**src/rtl/nco_pkg.sv**
```systemverilog
package nco_pkg;

  // Tuning word of a frequency: floor(hz * 2^acc_w / clk_hz)
  function automatic longint hz_to_tw(longint hz, longint clk_hz, int acc_w);
    return (hz <<< acc_w) / clk_hz;
  endfunction

  // Fixed-point slope of a segment, truncated toward zero
  function automatic longint seg_slope(longint tw_lo, longint tw_hi,
                                       longint c_lo, longint c_hi, int sf);
    return ((tw_hi - tw_lo) <<< sf) / (c_hi - c_lo);
  endfunction

  // Accumulator preset for a start phase in degrees (-180..360)
  function automatic longint deg_to_phase(int deg, int acc_w);
    longint d;
    d = longint'(deg);
    if (d < 0) d = d + 360;
    else if (d >= 360) d = d - 360;
    return (d <<< acc_w) / 360;
  endfunction

endpackage

```
**src/rtl/nco_pwl_map.sv**
```systemverilog
module nco_pwl_map #(
  parameter int                  NPTS    = 4,
  parameter int                  CW      = 16,
  parameter int                  ACC_W   = 32,
  parameter int                  SF      = 16,
  parameter longint              CLK_HZ  = 125_000_000,
  parameter logic [NPTS*CW-1:0]  CTL_PTS = '0,
  parameter logic [NPTS*32-1:0]  FREQ_HZ = '0
) (
  input  logic                 clk,
  input  logic                 rst_n,
  input  logic signed [CW-1:0] ctl_i,
  output logic [ACC_W-1:0]     inc_o
);
  localparam int SEG_W = (NPTS > 2) ? $clog2(NPTS - 1) : 1;
  localparam int SW    = ACC_W + SF + 2;
  localparam int DW    = CW + 1;
  localparam int PW    = SW + DW;

  logic signed [CW-1:0]  pt_ctl    [NPTS];
  logic [ACC_W-1:0]      pt_tw     [NPTS];
  logic signed [SW-1:0]  seg_slope [NPTS-1];

  for (genvar g = 0; g < NPTS; g++) begin : g_pt
    localparam longint TWV =
      nco_pkg::hz_to_tw(longint'(FREQ_HZ[g*32 +: 32]), CLK_HZ, ACC_W);
    assign pt_ctl[g] = CTL_PTS[g*CW +: CW];
    assign pt_tw[g]  = TWV[ACC_W-1:0];
  end

  for (genvar s = 0; s < NPTS - 1; s++) begin : g_seg
    localparam longint SLV = nco_pkg::seg_slope(
      nco_pkg::hz_to_tw(longint'(FREQ_HZ[s*32 +: 32]), CLK_HZ, ACC_W),
      nco_pkg::hz_to_tw(longint'(FREQ_HZ[(s+1)*32 +: 32]), CLK_HZ, ACC_W),
      longint'($signed(CTL_PTS[s*CW +: CW])),
      longint'($signed(CTL_PTS[(s+1)*CW +: CW])), SF);
    assign seg_slope[s] = SLV[SW-1:0];
  end

  logic [SEG_W-1:0]      seg;
  logic signed [DW-1:0]  delta;
  logic signed [PW-1:0]  prod, shifted, base_ext, sum;
  logic [ACC_W-1:0]      inc_d, inc_q;

  always_comb begin
    seg = '0;
    for (int i = 1; i < NPTS - 1; i++)
      if (ctl_i >= pt_ctl[i]) seg = SEG_W'(i);
    delta    = {ctl_i[CW-1], ctl_i} - {pt_ctl[seg][CW-1], pt_ctl[seg]};
    prod     = seg_slope[seg] * delta;
    shifted  = prod >>> SF;
    base_ext = {{(PW-ACC_W){1'b0}}, pt_tw[seg]};
    sum      = base_ext + shifted;
    if (sum[PW-1])                inc_d = '0;
    else if (|sum[PW-2:ACC_W])    inc_d = '1;
    else                          inc_d = sum[ACC_W-1:0];
  end

  always_ff @(posedge clk or negedge rst_n) begin
    if (!rst_n) inc_q <= '0;
    else        inc_q <= inc_d;
  end

  assign inc_o = inc_q;

  for (genvar s = 0; s < NPTS - 1; s++) begin : g_chk
    // a breakpoint control value lands exactly on its tuning word
    a_r3_breakpoint_exact: assert property (@(posedge clk) disable iff (!rst_n)
      (ctl_i == pt_ctl[s]) |=> (inc_q == pt_tw[s]));
  end

endmodule

```
**src/rtl/nco_phase_acc.sv**
```systemverilog
module nco_phase_acc #(
  parameter int ACC_W    = 32,
  parameter int INIT_DEG = 0
) (
  input  logic             clk,
  input  logic             rst_n,
  input  logic [ACC_W-1:0] inc_i,
  input  logic [ACC_W-1:0] duty_i,
  output logic             wave_o
);
  localparam longint PRESET_L = nco_pkg::deg_to_phase(INIT_DEG, ACC_W);
  localparam logic [ACC_W-1:0] PRESET = PRESET_L[ACC_W-1:0];

  logic [ACC_W-1:0] acc_d, acc_q;
  logic             wave_d, wave_q;

  always_comb begin
    acc_d  = acc_q + inc_i;
    wave_d = (acc_q < duty_i);
  end

  always_ff @(posedge clk or negedge rst_n) begin
    if (!rst_n) begin
      acc_q  <= PRESET;
      wave_q <= 1'b0;
    end else begin
      acc_q  <= acc_d;
      wave_q <= wave_d;
    end
  end

  assign wave_o = wave_q;

  // a zero increment freezes the phase
  a_r6_hold_when_stopped: assert property (@(posedge clk) disable iff (!rst_n)
    (inc_i == '0) |=> (acc_q == $past(acc_q)));

endmodule

```
**src/rtl/nco_edge_delay.sv**
```systemverilog
module nco_edge_delay #(
  parameter int DLY_W = 8
) (
  input  logic             clk,
  input  logic             rst_n,
  input  logic             wave_i,
  input  logic [DLY_W-1:0] rise_i,
  input  logic [DLY_W-1:0] fall_i,
  output logic             out_o
);
  logic             out_d, out_q;
  logic [DLY_W-1:0] cnt_d, cnt_q, tgt;

  always_comb begin
    tgt   = wave_i ? rise_i : fall_i;
    out_d = out_q;
    cnt_d = '0;
    if (wave_i != out_q) begin
      if (cnt_q >= tgt) out_d = wave_i;
      else              cnt_d = cnt_q + 1'b1;
    end
  end

  always_ff @(posedge clk or negedge rst_n) begin
    if (!rst_n) begin
      out_q <= 1'b0;
      cnt_q <= '0;
    end else begin
      out_q <= out_d;
      cnt_q <= cnt_d;
    end
  end

  assign out_o = out_q;

  // output only ever moves toward the raw level
  a_r10_moves_to_wave: assert property (@(posedge clk) disable iff (!rst_n)
    (out_q != $past(out_q)) |-> (out_q == $past(wave_i)));
  a_r10_hold_when_equal: assert property (@(posedge clk) disable iff (!rst_n)
    (wave_i == out_q) |=> $stable(out_q));
  // no rise before the rise delay has run out
  a_r10_rise_wait: assert property (@(posedge clk) disable iff (!rst_n)
    (wave_i && !out_q && (cnt_q < rise_i)) |=> !out_q);
  // no fall before the fall delay has run out
  a_r11_fall_wait: assert property (@(posedge clk) disable iff (!rst_n)
    (!wave_i && out_q && (cnt_q < fall_i)) |=> out_q);

endmodule

```
**src/rtl/pwl_nco.sv**
```systemverilog
module pwl_nco #(
  parameter int                  NPTS     = 4,
  parameter int                  CW       = 16,
  parameter int                  ACC_W    = 32,
  parameter int                  SF       = 16,
  parameter int                  DLY_W    = 8,
  parameter int                  INIT_DEG = 0,
  parameter longint              CLK_HZ   = 125_000_000,
  parameter logic [NPTS*CW-1:0]  CTL_PTS  = {16'd2000, 16'd1000, 16'hFC18, 16'hF830},
  parameter logic [NPTS*32-1:0]  FREQ_HZ  = {NPTS{32'd1_000_000}}
) (
  input  logic                 clk,
  input  logic                 rst_n,
  input  logic signed [CW-1:0] ctl_word,
  input  logic [ACC_W-1:0]     duty_frac,
  input  logic [DLY_W-1:0]     rise_dly,
  input  logic [DLY_W-1:0]     fall_dly,
  output logic [ACC_W-1:0]     phase_inc,
  output logic                 osc_out
);
  logic [1:0] rst_sync_q;
  logic       rst_int_n;
  logic       wave;

  always_ff @(posedge clk or negedge rst_n) begin
    if (!rst_n) rst_sync_q <= 2'b00;
    else        rst_sync_q <= {rst_sync_q[0], 1'b1};
  end
  assign rst_int_n = rst_sync_q[1];

  nco_pwl_map #(
    .NPTS(NPTS), .CW(CW), .ACC_W(ACC_W), .SF(SF), .CLK_HZ(CLK_HZ),
    .CTL_PTS(CTL_PTS), .FREQ_HZ(FREQ_HZ)
  ) u_map (
    .clk(clk), .rst_n(rst_int_n), .ctl_i(ctl_word), .inc_o(phase_inc)
  );

  nco_phase_acc #(.ACC_W(ACC_W), .INIT_DEG(INIT_DEG)) u_acc (
    .clk(clk), .rst_n(rst_int_n), .inc_i(phase_inc), .duty_i(duty_frac),
    .wave_o(wave)
  );

  nco_edge_delay #(.DLY_W(DLY_W)) u_dly (
    .clk(clk), .rst_n(rst_int_n), .wave_i(wave), .rise_i(rise_dly),
    .fall_i(fall_dly), .out_o(osc_out)
  );

endmodule

```
**config.mk**
```make
export PLATFORM = sky130hd
export DESIGN_NAME = pwl_nco
export DESIGN_NICKNAME = d
export VERILOG_FILES = /design/src/rtl/nco_pkg.sv /design/src/rtl/nco_pwl_map.sv /design/src/rtl/nco_phase_acc.sv /design/src/rtl/nco_edge_delay.sv /design/src/rtl/pwl_nco.sv
export SDC_FILE = /design/constraint.sdc
export NUM_CORES = 1
export LEC_CHECK = 0
export CORE_UTILIZATION = 50
export DETAILED_ROUTE_END_ITERATION = 6
export PLACE_DENSITY_LB_ADDON = 0.3
export SLEW_MARGIN = 15
export SYNTH_ARGS = -nofsm -noshare
export SYNTH_HDL_FRONTEND = slang
export SYNTH_SLANG_ARGS = --single-unit
```
**constraint.sdc**
```tcl
create_clock -name clk -period 3.5 [get_ports clk]
set_clock_uncertainty 0.2 [all_clocks]
set_input_delay 0.35 -clock clk [delete_from_list [all_inputs] [get_ports clk]]
set_output_delay 0.35 -clock clk [all_outputs]
set_load 0.01 [all_outputs]
```
# Word level (Yosys, flattened, before mapping)
# Cells that the tools add are included.
[totals]
reg_bits = 76
latchBits = 0
ramBits = 0
romBits = 0
in_bits = 66
output_inout_bits = 33
memories = 0
[op_classes]
add_sub_neg = 4
mul = 1
div_mod_pow = 0
n_lt_le_gt_ge = 5
n_eq_ne = 1
shift = 0
n_mux = 16
bitwise = 1
n_reduce_logical = 2
[op_table]
columns = ["operator", "n"]
rows = [
  ["$mux W32", 4],
  ["$bmux W50 S2", 1],
  ["$mux W50", 2],
  ["$mul A50 B17 Y67", 1],
  ["$bmux W32 S2", 1],
  ["$add A33 B51 Y52", 1],
  ["$reduce_or A34 Y1", 1],
  ["$add A32 B32 Y32", 1],
  ["$bmux W16 S2", 1],
  ["$ge A16 B11 Y1 const B", 2],
  ["$lt A32 B32 Y1", 1],
  ["$mux W16", 2],
  ["$mux W8", 3],
  ["$sub A16 B16 Y17", 1],
  ["$add A8 B1 Y8 const B", 1],
  ["$ge A8 B8 Y1", 1],
  ["$ge A3 B3 Y1 const B", 1],
  ["$not A2 Y3", 1],
  ["$mux W2", 1],
  ["$reduce_and A2 Y1", 1],
  ["$mux W1", 1],
  ["$ne A1 B1 Y1", 1],
]

# Logic depth before layout (Yosys ltp)
# Gate-level depths: netlist of the first run.
[logic_depth]
ltp_word = 13
ltp_mapped = 9

# Hierarchy
# A second synthesis of the first run with hierarchy kept.
[hier_totals]
hier_cells = 490
hier_area_um2 = 4344.2
[modules_own_cells]
columns = ["module", "instances", "cells_each", "area_each_um2"]
rows = [
  ["nco_phase_acc", 1, 387, 3334.4],
  ["nco_edge_delay", 1, 66, 690.7],
  ["nco_pwl_map", 1, 34, 265.3],
  ["pwl_nco", 1, 3, 53.8],
]

# Worst setup path before layout of the first run
# No wires, ideal clock.
[synth_timing]
kind = "flip-flop to flip-flop"
startpoint = "reg, netlist name u_map.inc_o[19]"
endpoint = "reg u_acc.acc_q[17]"
setup_time_ns = 0.124
arrival_time_ns = 2.225
required_ns = 3.176
path_slack_ns = 0.951
path_stages_with_launch = 8
synth_period_minus_slack_ns = 2.549
cell_sequence = "dfrtp_1 -> ha_1 -> o21a_1 -> a2bb2oi_2 -> a221oi_2 -> inv_1 -> and3_1 -> xor2_1"
[synth_rtl]
columns = ["item", "line", "rtl"]
rows = [
  ["end signal: assignment", "nco_phase_acc.sv:24", "acc_q <= PRESET;"],
  ["end signal: assignment", "nco_phase_acc.sv:27", "acc_q <= acc_d;"],
  ["end: declaration", "nco_phase_acc.sv:14", "logic [ACC_W-1:0] acc_d, acc_q;"],
]

# Worst setup path after layout of the first run
[layout_timing]
startpoint = "reg u_acc.wave_q (netlist: u_acc.wave_o)"
endpoint = "reg u_dly.cnt_q[5]"
[layout_via]
elab_chain_len = 4
elab_cells_between_ends = 5
classes_between = "order compare (1); eq/ne (1); mux (3)"
[layout_rtl]
columns = ["item", "line", "rtl"]
rows = [
  ["start: declaration", "nco_phase_acc.sv:15", "logic wave_d, wave_q;"],
  ["start signal: assignment", "nco_phase_acc.sv:28", "wave_q <= wave_d;"],
  ["$mux W8", "nco_edge_delay.sv:15", "tgt = wave_i ? rise_i : fall_i;"],
  ["$ge A8 B8 Y1", "nco_edge_delay.sv:19", "if (cnt_q >= tgt) out_d = wave_i;"],
  ["$mux W8", "nco_edge_delay.sv:19", ""],
  ["$mux W8 *", "nco_edge_delay.sv:18", "if (wave_i != out_q) begin"],
  ["via u_dly.cnt_d[5]", "nco_edge_delay.sv:12", "logic [DLY_W-1:0] cnt_d, cnt_q, tgt;"],
  ["end signal: assignment", "nco_edge_delay.sv:30", "cnt_q <= cnt_d;"],
  ["end: declaration", "nco_edge_delay.sv:12", ""],
]
# The timed path passes the listed nets; every way through them passes the cells marked *.
# A chain may end at the register's enable or synchronous reset.

==> run summary, run 1 <==
The met2 routing resource usage after global routing is approximately a third. The area of the mapped netlist is between 0.003 and 0.004 mm². The global-route wire length before repair is 11,130 µm. The via count came out at roughly 2,500. Across the VDD grid, the largest voltage drop is slightly above 0.3 mV. The total CTS buffers is 5. The final routed wirelength across all metal layers came out at ~6200 µm. The worst setup slack after placement is between 700 and 800 ps.

Summing all flip-flop and latch instances after layout gives roughly 0.0011 mm². The min-delay analysis places its worst path in the category reg -> async. Cells with a size suffix above 1 make up under 10% of the layout. met2 is the most crowded layer.

The via count of the first global-routing pass is approximately 2,600. Setup repair after global routing left no endpoint under its margin. Measured along the x axis, the die boundary spans 84.37 µm. Final hold analysis gives a worst-case slack of roughly 130 ps. The number of antenna violations at the first check in global routing came out at 0. In this run, the number of DRC markers left after iteration 0 of detailed routing was between 100 and 150. The final net count is about 530.

The layout has 556 filler cells. Dividing the detail-routed wire length by the instance count gives 12.54 µm. The repair_antennas step left the layout with diodes totalling 0. Net switching is about two fifths of the power. After detailed placement, the design holds a cell count of between 400 and 500. The library cell used most frequently in the layout, excluding fill and tap cells, is clkdlybuf4s50_1.

The sum of negative setup slack came out at 0 ps. The CTS sink count came out at between 40 and 50. The area of the core is roughly 0.0065 mm².

The chip height is 84.37 µm. The share of the clock period used by the worst path came out at roughly four fifths. The tool flagged a number of max-cap violations equal to 0.

After synthesis the netlist holds a flip-flop and latch count of 44. The final number of max-transition violations was 0. At the end of routability-driven placement, the weighted congestion stood at approximately 0.75. The number of I/O port buffers is a little over 60. The longest clock path from root to sink contains 2 buffers. The final hold violation count is 0. TritonCTS built the clock tree. Yosys mapped the design onto 43 distinct sky130hd cell types.

The clock network is responsible for around 14% of the overall power. The clock transition at the registers of the reported paths is about 80 ps. Summed over all cells, the static leakage comes to around 2.1 nW. The floorplan die area came out at just over 0.007 mm². The capture instance of the worst register-to-register path is u_dly.cnt_q[5]. The area growth from synthesis to layout is 20.29%.

The switching power is approximately 0.0010 W. For met1 alone, demand over resource in global routing was 23.76%. The total number of H-tree levels is 2.

The total of endpoints with negative setup slack in the final report is 0. By startpoint and endpoint, the worst setup path is classified as reg -> reg. Counting flops with an async set or reset pin after synthesis yields a share of 100.0%. The cell count after synthesis came out at about 350. The largest fanout of any net on the critical path is 10. The worst setup path is captured at a register. The worst register-to-register path begins at u_acc.wave_o. Combinational cells account for 48.3% of the total power. After layout, the minimum clock period comes to approximately 2800 ps. The setup slack after layout is about 750 ps.

The flow ran to the end, but the final reports show violations. around 100 I/O pins were placed. The internal portion of the total power is approximately 0.0016 W.

The area of the multi-input gates is approximately 0.002 mm². Dividing the synthesized area by the synthesized cell count gives 9.582 µm². After detailed routing, the number of vias per cell comes to roughly 5.1. Multiplexer cells account for under 10% of the synthesized area. The final instance count without filler cells is 493. The DRC violation count after routing came out at 16. CTS placed an instance of clkbuf_8 at the clock tree root.

In the layout the commonest cells are clkdlybuf4s50_1 (61), ha_1 (52), dfrtp_1 (44). Data on the critical path is required at its endpoint by 3460 ps. The clock insertion delay at the later pin of the skew report is about 300 ps.

The sequential power share is about 37%. The cell area power density is between 600 and 700 mW/mm². In the global route stage, overall resource usage came out at slightly below 20%. In this run, synthesis inferred 0 flip-flops with an integrated enable. Measured against its own limit, the worst slew margin works out to between 50% and 60%. The endpoint arrival time on the critical path came out at approximately 2700 ps.

Once detailed placement completed, the half-perimeter wirelength came to 4937 µm. The remaining global-route overflow came out at 0. The post-CTS setup-driven buffer insertion count came out at 0. The internal reg-to-reg setup slack came out at 750 ps.

The checks that failed: design-rule violations. The number of cell instances on the worst register-to-register path is 8. The residual antenna-violating net count after detailed routing is 0. By area, the combinational part of the netlist is dominated by adder cells.

During synthesis, Yosys emitted a total of 0 warnings. The fraction of the mapped netlist area in compound gates came out at roughly an eighth. The pin count of the biggest net entering global routing came out at 43. Based on the critical path, the design can be clocked at up to approximately 360 MHz. The flip-flop cell with the highest count after synthesis is dfrtp_1. The number of cell rows is 29.

The simple-gate area share of the yosys netlist came out at about an eighth. The portion of the post-synthesis area used by sequential elements came out at about a third. The iteration count of the initial detailed-routing pass came out at 6.

The initial core utilization is between 50% and 60%. STA classifies the critical path startpoint as a register. The adder-cell share of the synthesized area came out at 19.18%. For the pin with the worst max-slew slack, the measured transition is between 600 and 700 ps. The area share of xor/xnor cells in the synthesized design came out at a little under a tenth. The routing usage on met3 is just over 4%.
[worst max-delay path by stage]
stage | start | to | slack, ps | cells after the start
CTS | u_acc.wave_o | u_dly.cnt_q[5] | 700 | 8
finish | u_acc.wave_o | u_dly.cnt_q[5] | 750 | 8
detailed placement | u_acc.wave_o | u_dly.cnt_q[5] | 710 | 8
floorplan | u_map.inc_o[19] | u_acc.acc_q[17] | 950 | 7
global route | u_acc.wave_o | u_dly.cnt_q[4] | 500 | 8
global placement | u_acc.wave_o | u_dly.cnt_q[5] | 750 | 8
[power groups by stage]
stage | Combinational [W] | Sequential [W] | Clock (W)
after floorplan | 0.00102 | 0.000914 | 0
after global placement | 0.00121 | 0.000972 | 0
after detailed placement | 0.00127 | 0.000983 | 0
after CTS | 0.00128 | 0.000975 | 0.000393
after global routing | 0.00146 | 0.00101 | 0.000416
final | 0.00126 | 0.000974 | 0.000380
[cell usage after synthesis, types with 2 or more instances]
library cell,count,area share (%)
o21ai_0,4,0.59
nand3_1,13,1.9
nand4_1,6,1.1
conb_1,2,0.22
nor2b_1,4,0.74
mux2i_1,7,2.1
a221oi_1,3,0.77
nand2b_1,3,0.55
inv_1,37,4.1
a21o_1,10,2.2
xnor2_1,17,4.4
o21a_1,4,0.89
dfrtp_1,44,32
nor2_1,19,2.1
nand2_1,21,2.3
and4_1,2,0.52
buf_4,31,6.9
a21oi_1,20,3.0
xor2_1,19,4.9
a31oi_1,2,0.37
ha_1,52,19
and3_1,8,1.5
mux2_2,2,0.66
a2bb2oi_2,2,0.89
nor3_2,2,0.59
o21ai_1,3,0.44
[final cells by class]
type | instances | share of cell area [%]
clock buffer | 6 | 1.779
clock inverter | 2 | 0.8586
inverter | 37 | 3.404
multi-input combinational | 262 | 48.85
sequential | 44 | 26.99
tap | 77 | 2.361
timing repair buffer | 65 | 15.76
[metrics by stage]
stage	instance area, µm²	utilization, %	total power (W)
2_1_floorplan	3471	-	0.001930
5_1_grt	4080	63.17	0.002880
6_report	4080	63.17	0.002618
4_1_cts	4080	63.17	0.002649
3_5_place_dp	3963	61.35	0.002256
3_3_place_gp	3963	61.35	0.002184
[layer usage]
metal,wire (µm),share of wire (%)
met1,2840,46
met2,3021,49
met5,0,0
met3,266,4.3
met4,57,0.92
[worst max-delay path: stages (launching register included)]
cell and delay, ps:
dfrtp_1 650, mux2_2 390, ha_1 260, nand2b_1 90, a21o_1 120, a21oi_1 60
o21a_1 190, o211ai_1 540, nor2_1 110
[kinds of logic after synthesis]
family,after synthesis
mux,9
compound gates,60
flops,44
buf+inv,69
simple gates,82
other cells,2
fa+ha+maj,52
xor+xnor,36
[registers in the layout, summed over array words and instances, names as in the netlist]
| signal | flops |
|---|---|
| u_dly.out_o | 1 |
| rst_sync_q | 2 |
| u_acc.wave_o | 1 |
| u_acc.acc_q | 31 |
| u_map.inc_o | 1 |
| u_dly.cnt_q | 8 |
[repair_timing]
item / in CTS / in global routing
gates resized for setup: 0 / 0
hold buffers: 1 / 0
endpoints found under the hold margin: 2 / 0
No activity file was read; power rests on OpenSTA's default activity.
==> inputs of run 2 (changes only) <==
Settings changed: CORE_UTILIZATION 50 to 44.
Clock period 3.5 ns to 2.45 ns, I/O delays scaled along.
==> run summary, run 2 (synthesized netlist as in run 1, its figures left out) <==
The flow ran to the end, and the final reports show no timing, DRC or antenna violations. The via count of the first global-routing pass is ~2,600. The routed wire length per instance is roughly 12 µm. The largest register by flop count is u_acc.acc_q. The number of fill cells is between 600 and 700.

Of the cells placed in the final design, the portion with a size suffix greater than 1 is roughly 13%. The first global-routing pass estimated 11,160 µm of wire. For this run, the post-layout net count is approximately 550. The number of I/O port buffers came out at 61. The library cell used as clock root buffer is clkbuf_8. Dividing the final minimum period by the clock period gives between 90 and 100%. Leaving out fill and tap cells, the most frequent cell in the layout is clkdlybuf4s50_1. The number of antenna violations at the first check in global routing came out at 0.

The largest fanout of any net on the critical path came out at 6. The chip height came out at about 90 µm. Buffers inserted during clock tree synthesis total 5. The worst supply voltage drop on vdd is ~0.4 mV. After layout, the worst setup slack is slightly above 70 ps. Across the whole layout, storage elements account for between 0.001 and 0.0015 mm².

Dividing the detail-routed via count by the number of cells gives between 4 and 5. The pin count of the biggest net entering global routing is between 40 and 50. After clock tree synthesis, the clock-pin slew on the worst setup and hold paths is roughly 90 ps. The startpoint kind of the worst setup timing path is a register. No sink is reached through more buffers than the 2 on the longest clock path. The area of the core came out at around 0.0074 mm². The number of cell rows came out at 31. The floorplan die area came out at 0.008064 mm². The final design utilization came out at around three fifths. In this run, the number of DRC markers left after iteration 0 of detailed routing was 167. The clock period minus worst slack came out at between 2000 and 2500 ps. The number of top-level design ports came out at slightly below 100. The largest registers in the layout are u_acc.acc_q x31, u_dly.cnt_q x8, rst_sync_q x2. The worst slew slack as a fraction of its limit is between 60% and 70%.

The required time at the worst-slack endpoint is 2480 ps. At the pin with the least slew margin, the transition time is 538.3 ps. The tightest min-delay check is of the reg -> async type. The number of max-cap violations is 0.

The total of endpoints with negative setup slack in the final report came out at 0. The total number of H-tree levels came out at 2. Summed over all cells, the static leakage comes to roughly 2.2 nW. The area growth from synthesis to final layout is 28.92%. The final routed wirelength across all metal layers is 6529 µm.

For this run, the number of standard cells in the final layout without fillers is around 540. STA puts the critical path data arrival time at 2410 ps. The half-perimeter wire length of the detailed placement result came out at ~5000 µm. The horizontal die dimension is 89.80 µm. The worst setup slack after placement came out at -141.6 ps. The residual antenna-violating net count after detailed routing came out at 0. The overall routing resource usage is 16.74%. The flip-flop count of the largest register after layout came out at 31. The via count is 2,619. The remaining global-route overflow is 0.

The achievable clock frequency came out at roughly 420 MHz. The final hold violation count was 0. The final number of max-transition violations is 0. By startpoint and endpoint, the worst setup path is classified as reg -> reg. In the final layout, the multi-input gates occupy 0.002088 mm². Before antenna repair, the detailed router went through 4 iterations. The repair_antennas step left the layout with diodes totalling 0. The sum of negative setup slack is 0 ps. The CTS tree is done. The DRC violation count after routing is 0.

The cell area power density is approximately 930 mW/mm². The CTS sink count came out at 44. Leaving out fill and tap cells, the most frequent cells in the layout are clkdlybuf4s50_1 (61), ha_1 (50), dfrtp_1 (42).

Final hold analysis gives a worst-case slack of around 120 ps. The number of cells in the design after placement came out at around 520. Once the floorplan was initialized, standard cells occupied between 40% and 50% of the core.

At the end of routability-driven placement, the weighted congestion stood at between 0.7 and 0.8. STA classifies the critical path endpoint as a register. For the worst-skew pair, the clock arrives at the later sink with an insertion delay of approximately 300 ps.
==> run 2: cell count changes in the layout (fill, tap and decap cells not counted), moves of 2 or more <==
cell / before / now
nor3_2: 2 / 0
dfrtp_2: 0 / 2
dfrtp_1: 44 / 42
a21oi_2: 1 / 4
buf_4: 3 / 21
a21oi_1: 20 / 17
nor3_4: 0 / 2
ha_1: 52 / 50
==> run 2: repair_timing <==
| item | 4_1_cts | 5_1_grt |
|---|---|---|
| pin swaps | 3 | 4 |
| endpoints found under the hold margin | 2 | 0 |
| setup endpoints to repair | 8 | 13 |
| hold buffers | 1 | 0 |
| cloned | 0 | 0 |
| buffers inserted | 2 | 6 |
| resized for setup | 1 | 16 |
==> run 2: worst paths after layout <==
check,to,slack [ps],depth (start not counted),from
setup / recovery,u_acc.acc_q[23],70,9,u_map.inc_o[19]
hold / removal,u_acc.acc_q[1],120,1,rst_sync_q[1]
setup reg to reg,u_acc.acc_q[23],70,9,u_map.inc_o[19]
hold reg to reg,u_acc.acc_q[1],120,1,rst_sync_q[1]
max in group asynchronous,rst_sync_q[0],1490,2,rst_n
min in group clk,rst_sync_q[1],160,0,rst_sync_q[0]
==> run 2: layer usage <==
metal / up-vias / GRT usage, % / part of all wire (%)
met2: 69 / 28.65 / 48
met1: 1219 / 21.54 / 46
li1: 1324 / - / -
met5: - / 0 / 0
met3: 7 / 3.553 / 4.3
met4: 0 / 3.962 / 1.0
==> run 2: area by class of cell <==
| type | count | area share, % |
|---|---|---|
| timing repair buffer | 85 | 18.37 |
| multi-input combinational | 262 | 47.75 |
| sequential | 44 | 25.24 |
| tap | 99 | 2.833 |
| inverter | 37 | 3.176 |
| clock buffer | 5 | 1.574 |
| clock inverter | 3 | 1.059 |
==> run 2: worst max-delay path, stage by stage, from the launching register on <==
cell and delay [ps]:
dfrtp_2 430, buf_12 140, ha_1 350, nand3_4 130, nor3_4 230, a221oi_2 90, buf_4 160, or2_4 260
a21oi_1 170, xor2_1 150
==> run 2: power breakdown <==
| part | leakage, nW | internal, W | switching, W |
|---|---|---|---|
| sequential | 0.533 | 0.00103 | 0.000357 |
| combinational | 1.61 | 0.00113 | 0.000989 |
| clock | 0.0548 | 0.000307 | 0.000267 |
| total | 2.19 | 0.00247 | 0.00161 |
==> run 2: through the flow <==
stage / power, W / cell area [µm²]
global placement: 0.003257 / 4081
detailed placement: 0.003347 / 4081
finish: 0.004081 / 4373
floorplan: 0.002757 / 3472
global route: 0.004470 / 4373
CTS: 0.003969 / 4223
